==> src/rtl/rtc_snap_pkg.sv <==
package rtc_snap_pkg;
  localparam int unsigned DW = 8;

  function automatic logic [DW-1:0] byte_mask(int unsigned idx);
    case (idx)
      0, 1, 2: byte_mask = 8'h7F;
      3:       byte_mask = 8'h07;
      4:       byte_mask = 8'h3F;
      5:       byte_mask = 8'h9F;
      default: byte_mask = 8'hFF;
    endcase
  endfunction
endpackage

==> src/rtl/rtc_snap_ptr.sv <==
module rtc_snap_ptr #(
  parameter int unsigned AW = 5
) (
  input  logic          clk_i,
  input  logic          rst_ni,
  input  logic          load_i,
  input  logic [AW-1:0] load_val_i,
  input  logic          step_i,
  output logic [AW-1:0] ptr_o,
  output logic          wrap_o
);
  localparam logic [AW-1:0] PtrMax = '1;

  logic [AW-1:0] ptr_q;

  always_ff @(posedge clk_i or negedge rst_ni) begin
    if (!rst_ni)     ptr_q <= '0;
    else if (load_i) ptr_q <= load_val_i;
    else if (step_i) ptr_q <= ptr_q + 1'b1;
  end

  assign ptr_o  = ptr_q;
  assign wrap_o = step_i && !load_i && (ptr_q == PtrMax);

  assert_ptr_step_R5: assert property (@(posedge clk_i) disable iff (!rst_ni)
    (step_i && !load_i) |=> (ptr_q == $past(ptr_q) + 1'b1));
  assert_ptr_load_R6: assert property (@(posedge clk_i) disable iff (!rst_ni)
    load_i |=> (ptr_q == $past(load_val_i)));
  assert_ptr_hold_R5: assert property (@(posedge clk_i) disable iff (!rst_ni)
    (!step_i && !load_i) |=> $stable(ptr_q));
endmodule

==> src/rtl/rtc_snap_shadow.sv <==
module rtc_snap_shadow
  import rtc_snap_pkg::*;
#(
  parameter int unsigned NB = 7
) (
  input  logic                clk_i,
  input  logic                rst_ni,
  input  logic                snap_i,
  input  logic [NB*DW-1:0]    live_i,
  output logic [NB-1:0][DW-1:0] shadow_o
);
  logic [NB-1:0][DW-1:0] shadow_q;

  for (genvar b = 0; b < NB; b++) begin : g_byte
    localparam logic [DW-1:0] Mask = byte_mask(b);
    always_ff @(posedge clk_i or negedge rst_ni) begin
      if (!rst_ni)     shadow_q[b] <= '0;
      else if (snap_i) shadow_q[b] <= live_i[b*DW +: DW] & Mask;
    end
  end

  assign shadow_o = shadow_q;

  assert_shadow_hold_R3: assert property (@(posedge clk_i) disable iff (!rst_ni)
    !snap_i |=> $stable(shadow_q));
  assert_shadow_load_R4: assert property (@(posedge clk_i) disable iff (!rst_ni)
    snap_i |=> (shadow_q[0] == ($past(live_i[DW-1:0]) & 8'h7F)));
endmodule

==> src/rtl/rtc_snap_ram.sv <==
module rtc_snap_ram
  import rtc_snap_pkg::*;
#(
  parameter int unsigned DEPTH = 16,
  localparam int unsigned RAW  = $clog2(DEPTH)
) (
  input  logic           clk_i,
  input  logic           we_i,
  input  logic [RAW-1:0] addr_i,
  input  logic [DW-1:0]  wdata_i,
  output logic [DW-1:0]  rdata_o
);
  logic [DW-1:0] mem_q [DEPTH];

  always_ff @(posedge clk_i) begin
    if (we_i) mem_q[addr_i] <= wdata_i;
  end

  assign rdata_o = mem_q[addr_i];
endmodule

==> src/rtl/rtc_snap_window.sv <==
module rtc_snap_window
  import rtc_snap_pkg::*;
#(
  parameter int unsigned AW         = 5,
  parameter int unsigned TIME_BYTES = 7,
  parameter int unsigned RAM_BASE   = 16,
  parameter int unsigned RAM_DEPTH  = 16,
  localparam int unsigned TIW       = $clog2(TIME_BYTES),
  localparam int unsigned RAW       = $clog2(RAM_DEPTH)
) (
  input  logic                       clk_i,
  input  logic                       rst_ni,
  input  logic                       start_i,
  input  logic                       stop_i,
  input  logic                       ptr_load_i,
  input  logic [AW-1:0]              ptr_val_i,
  input  logic                       rd_i,
  input  logic                       wr_i,
  input  logic [DW-1:0]              wdata_i,
  output logic [DW-1:0]              rdata_o,
  input  logic [TIME_BYTES*DW-1:0]   live_time_i,
  output logic                       tm_load_o,
  output logic [TIW-1:0]             tm_addr_o,
  output logic [DW-1:0]              tm_data_o
);
  localparam logic [AW-1:0] TimeEnd = AW'(TIME_BYTES);
  localparam logic [AW-1:0] RamLo   = AW'(RAM_BASE);

  logic [AW-1:0]                  ptr;
  logic                           wrap;
  logic                           snap;
  logic [TIME_BYTES-1:0][DW-1:0]  shadow;
  logic [DW-1:0]                  ram_rdata;
  logic                           in_time, in_ram;
  logic                           ram_we;
  logic [TIW-1:0]                 tidx;
  logic [DW-1:0]                  wmask;

  rtc_snap_ptr #(.AW(AW)) u_ptr (
    .clk_i      (clk_i),
    .rst_ni     (rst_ni),
    .load_i     (ptr_load_i),
    .load_val_i (ptr_val_i),
    .step_i     (rd_i | wr_i),
    .ptr_o      (ptr),
    .wrap_o     (wrap)
  );

  assign snap = start_i | stop_i | wrap;

  rtc_snap_shadow #(.NB(TIME_BYTES)) u_shadow (
    .clk_i    (clk_i),
    .rst_ni   (rst_ni),
    .snap_i   (snap),
    .live_i   (live_time_i),
    .shadow_o (shadow)
  );

  assign in_time = ptr < TimeEnd;
  assign in_ram  = ptr >= RamLo;
  assign ram_we  = wr_i & in_ram;
  assign tidx    = ptr[TIW-1:0];

  rtc_snap_ram #(.DEPTH(RAM_DEPTH)) u_ram (
    .clk_i   (clk_i),
    .we_i    (ram_we),
    .addr_i  (ptr[RAW-1:0]),
    .wdata_i (wdata_i),
    .rdata_o (ram_rdata)
  );

  always_comb begin
    if (in_time)     rdata_o = shadow[tidx];
    else if (in_ram) rdata_o = ram_rdata;
    else             rdata_o = '0;
  end

  always_comb begin
    wmask = 8'hFF;
    for (int i = 0; i < TIME_BYTES; i++) begin
      if (int'(tidx) == i) wmask = byte_mask(i);
    end
  end

  // time writes bypass the snapshot and go to the live counter
  always_ff @(posedge clk_i or negedge rst_ni) begin
    if (!rst_ni) begin
      tm_load_o <= 1'b0;
      tm_addr_o <= '0;
      tm_data_o <= '0;
    end else begin
      tm_load_o <= wr_i & in_time;
      if (wr_i & in_time) begin
        tm_addr_o <= tidx;
        tm_data_o <= wdata_i & wmask;
      end
    end
  end

  assert_tm_addr_range_R7: assert property (@(posedge clk_i) disable iff (!rst_ni)
    tm_load_o |-> (int'(tm_addr_o) < TIME_BYTES));
  assert_tm_pulse_R7: assert property (@(posedge clk_i) disable iff (!rst_ni)
    (wr_i && in_time) |=> tm_load_o);
  assert_no_load_outside_R9: assert property (@(posedge clk_i) disable iff (!rst_ni)
    !(wr_i && in_time) |=> !tm_load_o);
  assert_gap_reads_zero_R9: assert property (@(posedge clk_i) disable iff (!rst_ni)
    (!in_time && !in_ram) |-> (rdata_o == '0));
  assert_wrap_reload_R5: assert property (@(posedge clk_i) disable iff (!rst_ni)
    wrap |=> (ptr == '0) && (shadow[TIME_BYTES-1] == $past(live_time_i[TIME_BYTES*DW-1 -: DW])));
  assert_day_mask_R10: assert property (@(posedge clk_i) disable iff (!rst_ni)
    (ptr == AW'(3)) |-> (rdata_o[7:3] == '0));
endmodule

==> config.mk <==
export PLATFORM = sky130hd
export DESIGN_NAME = rtc_snap_window
export DESIGN_NICKNAME = d
export VERILOG_FILES = /design/src/rtl/rtc_snap_pkg.sv /design/src/rtl/rtc_snap_ptr.sv /design/src/rtl/rtc_snap_shadow.sv /design/src/rtl/rtc_snap_ram.sv /design/src/rtl/rtc_snap_window.sv
export SDC_FILE = /design/constraint.sdc
export NUM_CORES = 1
export LEC_CHECK = 0
export BUFFER_PORTS_ARGS = -buffer_cell sky130_fd_sc_hd__buf_2
export CAP_MARGIN = 25
export CORE_MARGIN = 3
export CORE_UTILIZATION = 23
export CTS_CLUSTER_SIZE = 30
export DETAILED_ROUTE_END_ITERATION = 8
export HOLD_SLACK_MARGIN = 0.03
export PLACE_DENSITY = 0.37
export SYNTH_ARGS = -nofsm -noshare
export SYNTH_HDL_FRONTEND = slang
export SYNTH_SLANG_ARGS = --single-unit
==> constraint.sdc <==
create_clock -name clk_i -period 3.1 [get_ports clk_i]
set_input_delay 0.155 -clock clk_i [delete_from_list [all_inputs] [get_ports clk_i]]
set_output_delay 0.155 -clock clk_i [all_outputs]
set_load 0.05 [all_outputs]
# Yosys cells after proc, flatten, opt, wreduce, memory -nomap -nowiden
# Memory sizes are Yosys's and may differ from the RTL's.
# Cells that the tools add are included.
# op_classes
n_eq_ne	7
bitwise_logic	6
mux	15
reduce_logical	5
order_cmp	3
addsub	1
# ops
cell	n
$mux W8	10
$bmux W8 S3	1
$eq A3 B3 Y1 const B	4
$mux W5	2
$and A8 B8 Y8	1
$eq A3 B2 Y1 const B	2
$add A5 B1 Y5 const B	1
$eq A5 B5 Y1 const B	1
$ge A5 B5 Y1 const B	1
$lt A5 B3 Y1 const B	1
$lt A3 B4 Y1 const B	1
$logic_not A3 Y1	1
$or A1 B1 Y1	3
$and A1 B1 Y1	2
$logic_and A1 B1 Y1	2
$mux W1	2
$reduce_bool A2 Y1	1
$logic_not A1 Y1	1
# word_totals
n_memories	1
ramBits	128
register_bits	61
elab_cells	49
out_inout_bits	20
# memory_table
memory	depth	word_bits	read_ports	rd_ports_with_merged_regs	write_ports	line_no	text
u_ram.mem_q	16	8	1	0	1	rtc_snap_ram.sv:13	logic [DW-1:0] mem_q [DEPTH];

# Logic depth before layout (Yosys ltp)
# Gate-level depths: netlist (run 1).
# logic_depth
ltp_word	9
mapped_depth	10
depth_no_buf	6

# Hierarchy
# Synthesis (run 1) repeated with hierarchy kept, for this count alone.
# unflattened
cells_unflattened	474
hier_area_um2	8340.5
# modules_own_cells
module	cells_each	instances	seq_area_each_um2	area_each_um2
rtc_snap_ram	222	1	3843.7	4907.2
rtc_snap_shadow	106	1	1101.1	1931.9
rtc_snap_window	118	1	300.3	1203.7
rtc_snap_ptr	28	1	125.1	297.8

# Worst setup path after synthesis (run 1)
# No wires, ideal clock.
# synth_path
path_kind	register to register
startpoint	reg u_ptr.ptr_q[2], in the netlist u_ptr.ptr_o[2]
endpoint	reg u_shadow.shadow_q (netlist bit u_shadow.shadow_o[0])
arrival_time_ps	2197
slack_ps	778
setup_time_ps	125
t_required_ps	2975
synth_period_minus_slack_ps	2322
path_stages_with_launch	11
cell_sequence	dfrtp_1 > buf_2 > buf_2 > clkbuf_1 > and3_1 > ha_1 > nor3b_1 > or3_1 > buf_6 > buf_12 > mux2_4
# synth_via
elab_chain_len	3
# synth_lines
element	line_no	text
start, declared	rtc_snap_ptr.sv:14	logic [AW-1:0] ptr_q;
start signal, assigned	rtc_snap_ptr.sv:18	else if (load_i) ptr_q <= load_val_i;
start signal, assigned	rtc_snap_ptr.sv:19	else if (step_i) ptr_q <= ptr_q + 1'b1;
$eq A5 B5 Y1	rtc_snap_ptr.sv:23	assign wrap_o = step_i && !load_i && (ptr_q == PtrMax);
$logic_and A1 B1 Y1	rtc_snap_ptr.sv:23	
$or A1 B1 Y1	rtc_snap_window.sv:49	assign snap = start_i | stop_i | wrap;
end signal, assigned by index	rtc_snap_shadow.sv:18	else if (snap_i) shadow_q[b] <= live_i[b*DW +: DW] & Mask;
end, declared	rtc_snap_shadow.sv:12	logic [NB-1:0][DW-1:0] shadow_q;
# Every way passes these cells.
# A chain may end at the register's enable or synchronous reset.

# Worst setup path after layout (run 1)
# layout_path
startpoint	reg u_ptr.ptr_q[0], in the netlist u_ptr.ptr_o[0]
endpoint	out rdata_o[1]
# layout_via
elab_chain_len	3
# layout_lines
element	line_no	text
$mem_v2 Z16 W8, or another cell as far along	n/a	
$mux W8 (on tied branches)	rtc_snap_window.sv:74, rtc_snap_window.sv:73	
$mux W8 *	rtc_snap_window.sv:73	if (in_time) rdata_o = shadow[tidx];
end, declared	rtc_snap_window.sv:20	output logic [DW-1:0] rdata_o,
# Mark *: on every way between the ends. The rest lies on a longest branch, timed or not. The select of a mux whose other input is x is not followed.

==> results.sh, run 1 <==
export IMPL_ys_ff_latch=189
export IMPL_p_sw_w=0.00184
export IMPL_final_antenna_net_count=0
export IMPL_cts_buffers=17
export IMPL_syn_area_mm2=0.00809
export IMPL_die_width_um=194
export IMPL_max_slew_worst_pin_slew_ns=0.825
export IMPL_slew_headroom_pct=45.0
export IMPL_fmax_mhz=343
export IMPL_synth_cells=467
export IMPL_grt_pass1_vias=5001
export IMPL_synth_seq_area_share_pct=66.4
export IMPL_synthFlopType="edfxtp_1"
export IMPL_num_rows=68
export IMPL_syn2layout_area_growth_pct=24.5
export IMPL_status="finished clean"
export IMPL_synth_top_family_by_area="multiplexers"
export IMPL_core_mm2=0.0346
export IMPL_crit_fanout=19
export IMPL_yosys_mux_area_fraction_pct=20.7
export IMPL_initial_core_util_pct=23.4
export IMPL_multiInputGateArea_mm2=0.00248
export IMPL_peakVddDrop_mv=0.265
export IMPL_gp_congestion=0.715
export IMPL_grt_overflow=0
export IMPL_power_density_mw_per_mm2=628
export IMPL_tns_ns=0
export IMPL_post_place_ws_ns=0.394
export IMPL_finalNetCount=686
export IMPL_io_pin_count=96
export IMPL_drv_cap=0
export IMPL_min_period_ns=2.92
export IMPL_crit_chain="buf_6 -> mux4_2 -> o21ai_0 -> o211ai_1 -> buf_2"
export IMPL_cts_setup_buffers=0
export IMPL_finalPower_w=0.00632
export IMPL_power_frac_comb_pct=19.1
export IMPL_pwr_share_clk_pct=34.7
export IMPL_yosys_area_share_simple_pct=4.08
export IMPL_syn_area_per_cell_um2=17.3
export IMPL_start_kind="flop"
export IMPL_async_flop_share_pct=32.3
export IMPL_nFillCells=3471
export IMPL_switching_share_pct=29.1
export IMPL_final_layout_size_suffix_gt1_share_pct=33.5
export IMPL_cellInternalPower_w=0.00448
export IMPL_synth_compound_area_share_pct=4.78
export IMPL_die_y_um=194
export IMPL_yosys_area_share_adder_pct=0.774
export IMPL_syn_nets=548
export IMPL_dp_hpwl_um=14200
export IMPL_wl_um=21100
export IMPL_drtIter0Drc=214
export IMPL_drtPass1Iterations=5
export IMPL_critPathRequiredTime_ns=2.94
export IMPL_h_tree_depth=4
export IMPL_synth_xor_area_share_pct=0.325
export IMPL_cp_end_kind="output port"
export IMPL_synth_warnings=0
export IMPL_cp_slowest_cell="dfrtp_4"
export IMPL_cts_root_buf="clkbuf_16"
export IMPL_regArea_mm2=0.00538
export IMPL_fin_util_pct=29.1
export IMPL_yosysUniqueCellTypes=38
export IMPL_via_per_inst=4.23
export IMPL_cts_tree="built"
export IMPL_cts_buffer_depth=2
export IMPL_antenna_found_initial=1
export IMPL_cp_arrival_ns=2.76
export IMPL_synth_edf_count=128
export IMPL_portBuffers=83
export IMPL_antenna_cells=0
export IMPL_p_leak_nw=3.86
export IMPL_min_path_type="in2reg"
export IMPL_grt_pass1_wl_um=32300
export IMPL_clock_sinks=189
export IMPL_via_count=4537
export IMPL_skew_ns=0.0132
export IMPL_cts_clk_slew_worst_paths_ns=0.07
export IMPL_drc_errors=0
export IMPL_seqPwrFrac_pct=46.1
export IMPL_insertion_delay_ns=0.43
export IMPL_finalCritPeriodShare_pct=94.0
export IMPL_finalSetupViolCount=0
export IMPL_final_hold_violation_count=0
export IMPL_drv_slew=0
export IMPL_die_area_mm2=0.0375
export IMPL_grt_usage_pct=11.5
export IMPL_wl_per_cell_um=19.7
export IMPL_worst_setup_path_type="reg2out"
export IMPL_final_setup_worst_slack_ns=0.185
export IMPL_rsz0062_at_grt="no"
export IMPL_cp_slowest_stage_delay_ns=0.58
export IMPL_grt_max_degree=36
## stage by stage
step / instances / hold slack, ns / cell area, um^2
CTS: 1073 / 0.0507 / 10100
floorplan: 467 / -0.141 / 8090
global placement: 991 / 0.297 / 8970
finish: 1073 / 0.0718 / 10100
global route: 1073 / 0.0882 / 10100
detailed placement: 991 / 0.305 / 8970
## critical path: cells and delay by family (launching register included)
family                 cells  cell delay, ns
muxes                      1            0.55
buffers and inverters      2            0.56
DFF                        1            0.58
AOI/OAI and AO/OA          2            0.62
## placed cells by master, fill, tap and decap left out, types with 9 or more instances in the layout
cell type	instances
buf_2	83
o21ai_0	21
dfrtp_1	59
edfxtp_1	128
o211ai_1	14
mux2_4	40
clkbuf_16	17
buf_4	9
mux4_2	26
nand2_1	23
mux2i_1	40
and2_1	19
dlygate4sd3_1	50
## power by group through the flow
| stage | sequential (W) | clock, W | combinational (W) |
|---|---|---|---|
| after floorplan | 0.00310 | 0 | 0.000659 |
| after global placement | 0.00297 | 0 | 0.00118 |
| after detailed placement | 0.00297 | 0 | 0.00118 |
| after CTS | 0.00292 | 0.00227 | 0.00124 |
| after global routing | 0.00293 | 0.00237 | 0.00131 |
| final | 0.00292 | 0.00220 | 0.00121 |
## synthesized netlist by cell type (4+ instances only)
library cell	instances	area [um^2]
and2_1	19	119
buf_12	4	80.1
o211ai_1	14	105
o21ai_0	23	115
nand3_1	4	20.0
ha_1	5	62.6
buf_2	10	50.1
mux2_2	8	90.1
nor2_1	8	30.0
mux2i_1	40	400
clkbuf_1	5	18.8
inv_1	8	30.0
edfxtp_1	128	3840
nand2_1	23	86.3
mux2_4	40	601
dfrtp_1	61	1530
a221oi_1	6	52.6
mux4_2	26	586
## cell families (layout without fill, tap and decap cells)
family	Yosys count	after routing
xor gates and xnor gates	3	3
adders and majority gates	5	5
and+or+nand+nor	65	65
DFF	189	189
muxes	114	114
AOI/OAI and AO/OA	56	56
buffers and inverters	35	186
## state kept, by name, summed over array words and instances, names as in the netlist
signal,cells
tm_addr_o,3
tm_data_o,8
tm_load_o,1
u_ptr.ptr_o,5
u_ram.mem_q,128
u_shadow.shadow_o,44
## path summary, 6_finish.rpt
path / start / endpoint / slack (ns) / cells past startpoint
worst min-delay path: ptr_load_i / u_ptr.ptr_o[1]$_DFFE_PN0P_ / 0.07 / 3
worst max register to register: u_ptr.ptr_o[0]$_DFFE_PN0P_ / u_shadow.shadow_o[17]$_DFFE_PN0P_ / 0.37 / 7
max in group asynchronous: rst_ni / u_shadow.shadow_o[16]$_DFFE_PN0P_ / 1.85 / 3
worst min register to register: tm_addr_o[1]$_DFFE_PN0P_ / tm_addr_o[1]$_DFFE_PN0P_ / 0.48 / 2
worst max-delay path: u_ptr.ptr_o[0]$_DFFE_PN0P_ / rdata_o[1] / 0.18 / 5
min in group asynchronous: rst_ni / u_shadow.shadow_o[4]$_DFFE_PN0P_ / 0.36 / 2
## timing repair
item,CTS,global route
hold buffers,50,0
setup endpoints to repair,2,3
hold endpoints to repair,83,0
gates resized for setup,1,5
## per-layer routing
layer | part of all wire, % | wire, um | GRT usage [%] | vias up
li1 | - | - | - | 2077
met1 | 46 | 9820 | 15.4 | 2344
met2 | 49 | 10300 | 19.0 | 99
met3 | 4.0 | 843 | 2.73 | 15
met4 | 0.81 | 172 | 2.57 | 2
met5 | 0.052 | 11 | 0 | -
## layout make-up
cell class,count,share of cell area (%)
Clock buffer,18,4.26
Clock inverter,14,1.58
Inverter,9,0.336
Multi-Input combinational cell,243,24.7
Sequential cell,189,53.4
Tap cell,455,5.65
Timing Repair Buffer,145,10.1
No activity file was read; power rests on OpenSTA's default activity.
==> inputs of run 2 (changes only) <==
Settings changed: REMOVE_ABC_BUFFERS set to 1.
==> run 2 against run 1 <==
Against the previous run: clock power rose by 5%; via count barely moved; worst hold slack got worse by 0.00098 ns; flip-flop and latch count did not move; first-iteration DRC count rose by 18%; combinational power barely moved; core utilization rose by 0.23 points; worst setup slack improved by 0.040 ns; final cell count rose by 0.37%; die area did not move; largest cell class unchanged; highest routed layer is now met4.
==> results.sh, run 2 (synthesis results as in run 1) <==
export IMPL_cts_root_buf="clkbuf_16"
export IMPL_num_rows=68
export IMPL_syn2layout_area_growth_pct=25.4
export IMPL_final_antenna_net_count=0
export IMPL_crit_fanout=15
export IMPL_core_mm2=0.0346
export IMPL_finalCritPeriodShare_pct=92.7
export IMPL_grt_pass1_vias=4881
export IMPL_final_common_cell="edfxtp_1"
export IMPL_top_register="u_ram.mem_q"
export IMPL_path_delay_family="buffers and inverters"
export IMPL_min_path_cells=2
export IMPL_multiInputGateArea_mm2=0.00248
export IMPL_finalNetCount=690
export IMPL_busiest_layer="met2"
export IMPL_whs_ns=0.0709
export IMPL_h_tree_depth=4
export IMPL_clock_sinks=189
export IMPL_regArea_mm2=0.00537
export IMPL_slew_headroom_pct=46.9
export IMPL_die_area_mm2=0.0375
export IMPL_die_y_um=194
export IMPL_dp_hpwl_um=14200
export IMPL_min_path_type="in2reg"
export IMPL_rsz0062_at_grt="no"
export IMPL_io_pin_count=96
export IMPL_cp_slowest_cell="dfrtp_1"
export IMPL_cp_common_cell="o211ai_1"
export IMPL_start_kind="flop"
export IMPL_tns_ns=0
export IMPL_skew_ns=0.0112
export IMPL_grt_max_degree=45
export IMPL_ff2ff_path_depth=7
export IMPL_cp_arrival_ns=2.72
export IMPL_drtIter0Drc=253
export IMPL_crit_chain="buf_4 -> buf_6 -> mux4_2 -> o211ai_1 -> o211ai_1 -> buf_2"
export IMPL_grt_usage_pct=11.5
export IMPL_cp_num_buf_inv=3
export IMPL_worst_setup_path_type="reg2out"
export IMPL_finalSetupViolCount=0
export IMPL_fmax_mhz=348
export IMPL_wl_um=21000
export IMPL_via_per_inst=4.22
export IMPL_cp_end_kind="output port"
export IMPL_hp_start="ptr_load_i"
export IMPL_antenna_cells=0
export IMPL_peakVddDrop_mv=0.296
export IMPL_final_cell_mix="edfxtp_1 (128), buf_2 (83), dfrtp_1 (60)"
export IMPL_initial_core_util_pct=23.4
export IMPL_final_hold_violation_count=0
export IMPL_cts_tree="built"
export IMPL_final_layout_size_suffix_gt1_share_pct=33.4
export IMPL_drv_slew=0
export IMPL_wl_per_cell_um=19.5
export IMPL_drc_errors=0
export IMPL_via_count=4540
export IMPL_cts_clk_slew_worst_paths_ns=0.07
export IMPL_grt_pass1_wl_um=32300
export IMPL_r2r_slack_ns=0.44
export IMPL_critPathRequiredTime_ns=2.94
export IMPL_cp_slowest_stage_delay_ns=0.50
export IMPL_grt_overflow=0
export IMPL_drv_cap=0
export IMPL_hold_end="u_ptr.ptr_o[0]$_DFFE_PN0P_"
export IMPL_insertion_delay_ns=0.43
export IMPL_nFillCells=3450
export IMPL_cts_buffer_depth=2
export IMPL_largest_reg_flops=128
export IMPL_met3_usage_pct=2.33
export IMPL_cts_buffers=17
export IMPL_gp_congestion=0.720
export IMPL_gr_usage_met2_pct=18.1
export IMPL_portBuffers=83
export IMPL_antenna_found_initial=0
export IMPL_die_width_um=194
export IMPL_power_density_mw_per_mm2=637
export IMPL_status="finished clean"
export IMPL_max_slew_worst_pin_slew_ns=0.797
export IMPL_reg2reg_from="u_ptr.ptr_o[0]$_DFFE_PN0P_"
export IMPL_min_period_ns=2.87
export IMPL_drtPass1Iterations=5
export IMPL_met1_usage_pct=16.4
export IMPL_rr_endpoint="u_shadow.shadow_o[8]$_DFFE_PN0P_"
export IMPL_p_leak_nw=3.91
run 2: cell types whose count changed in the layout (fill, tap and decap cells not counted), moves of 2 or more:
cell | before | now
buf_4 | 9 | 13
buf_12 | 0 | 2
buf_6 | 3 | 1
bufinv_16 | 2 | 4
clkinv_1 | 0 | 2
clkinvlp_4 | 4 | 2
o21ai_0 | 21 | 23
o21ai_1 | 2 | 0
run 2: repair_timing:
action	CTS	global route
gates resized for setup	0	1
endpoints found under the hold margin	110	0
buffers inserted	0	0
endpoints found under the setup margin	0	1
hold buffers	50	0
run 2: where the power goes:
group          total (W)  internal (W)  leakage, nW  switching, W
registers        0.00292       0.00283         1.87     0.0000897
clock network    0.00232       0.00135        0.296      0.000963
logic            0.00123      0.000462         1.74      0.000765
total            0.00646       0.00464         3.91       0.00182
run 2: per-layer routing:
| layer | share of wire [%] | up-vias |
|---|---|---|
| met4 | 0.91 | 0 |
| met1 | 48 | 2358 |
| li1 | - | 2075 |
| met2 | 47 | 92 |
| met5 | 0 | - |
| met3 | 4.1 | 15 |
run 2: through the flow:
step                setup WS, ns  power [W]  utilization [%]  instance area, um^2  std cells
detailed placement         0.404    0.00417             26.1                 9020        995
finish                     0.225    0.00646             29.3                10100       1077
global placement           0.445    0.00416             26.1                 9020        995
floorplan                  -2.03    0.00373                -                 7890        441
global route              0.0210    0.00675             29.3                10100       1077
CTS                       0.0642    0.00656             29.3                10100       1077
run 2: worst max path at each step:
stage / depth (start not counted) / to / startpoint / slack (ns)
floorplan: 6 / u_shadow.shadow_o[22]$_DFFE_PN0P_ / u_ptr.ptr_o[0]$_DFFE_PN0P_ / -2.03
global placement: 6 / u_shadow.shadow_o[22]$_DFFE_PN0P_ / u_ptr.ptr_o[3]$_DFFE_PN0P_ / 0.45
detailed placement: 6 / u_shadow.shadow_o[47]$_DFFE_PN0P_ / u_ptr.ptr_o[3]$_DFFE_PN0P_ / 0.40
CTS: 6 / rdata_o[2] / u_ptr.ptr_o[1]$_DFFE_PN0P_ / 0.06
global route: 6 / rdata_o[2] / u_ptr.ptr_o[1]$_DFFE_PN0P_ / 0.02
finish: 6 / rdata_o[2] / u_ptr.ptr_o[1]$_DFFE_PN0P_ / 0.23
run 2: layout make-up:
cell class                 instances  share of cell area, %
multi-input combinational        243                   24.5
clock inverter                    14                   1.89
tap                              455                   5.61
sequential                       189                   53.0
clock buffer                      18                   4.23
inverter                           9                  0.333
timing repair buffer             149                   10.5
run 2: worst register-to-register path, stage by stage, from the launching register on:
cell and delay, ns:
dfrtp_4 0.59, ha_1 0.26, and3_1 0.18, ha_1 0.16, nor3b_1 0.14, or3_2 0.41, buf_4 0.38, mux2_4 0.43
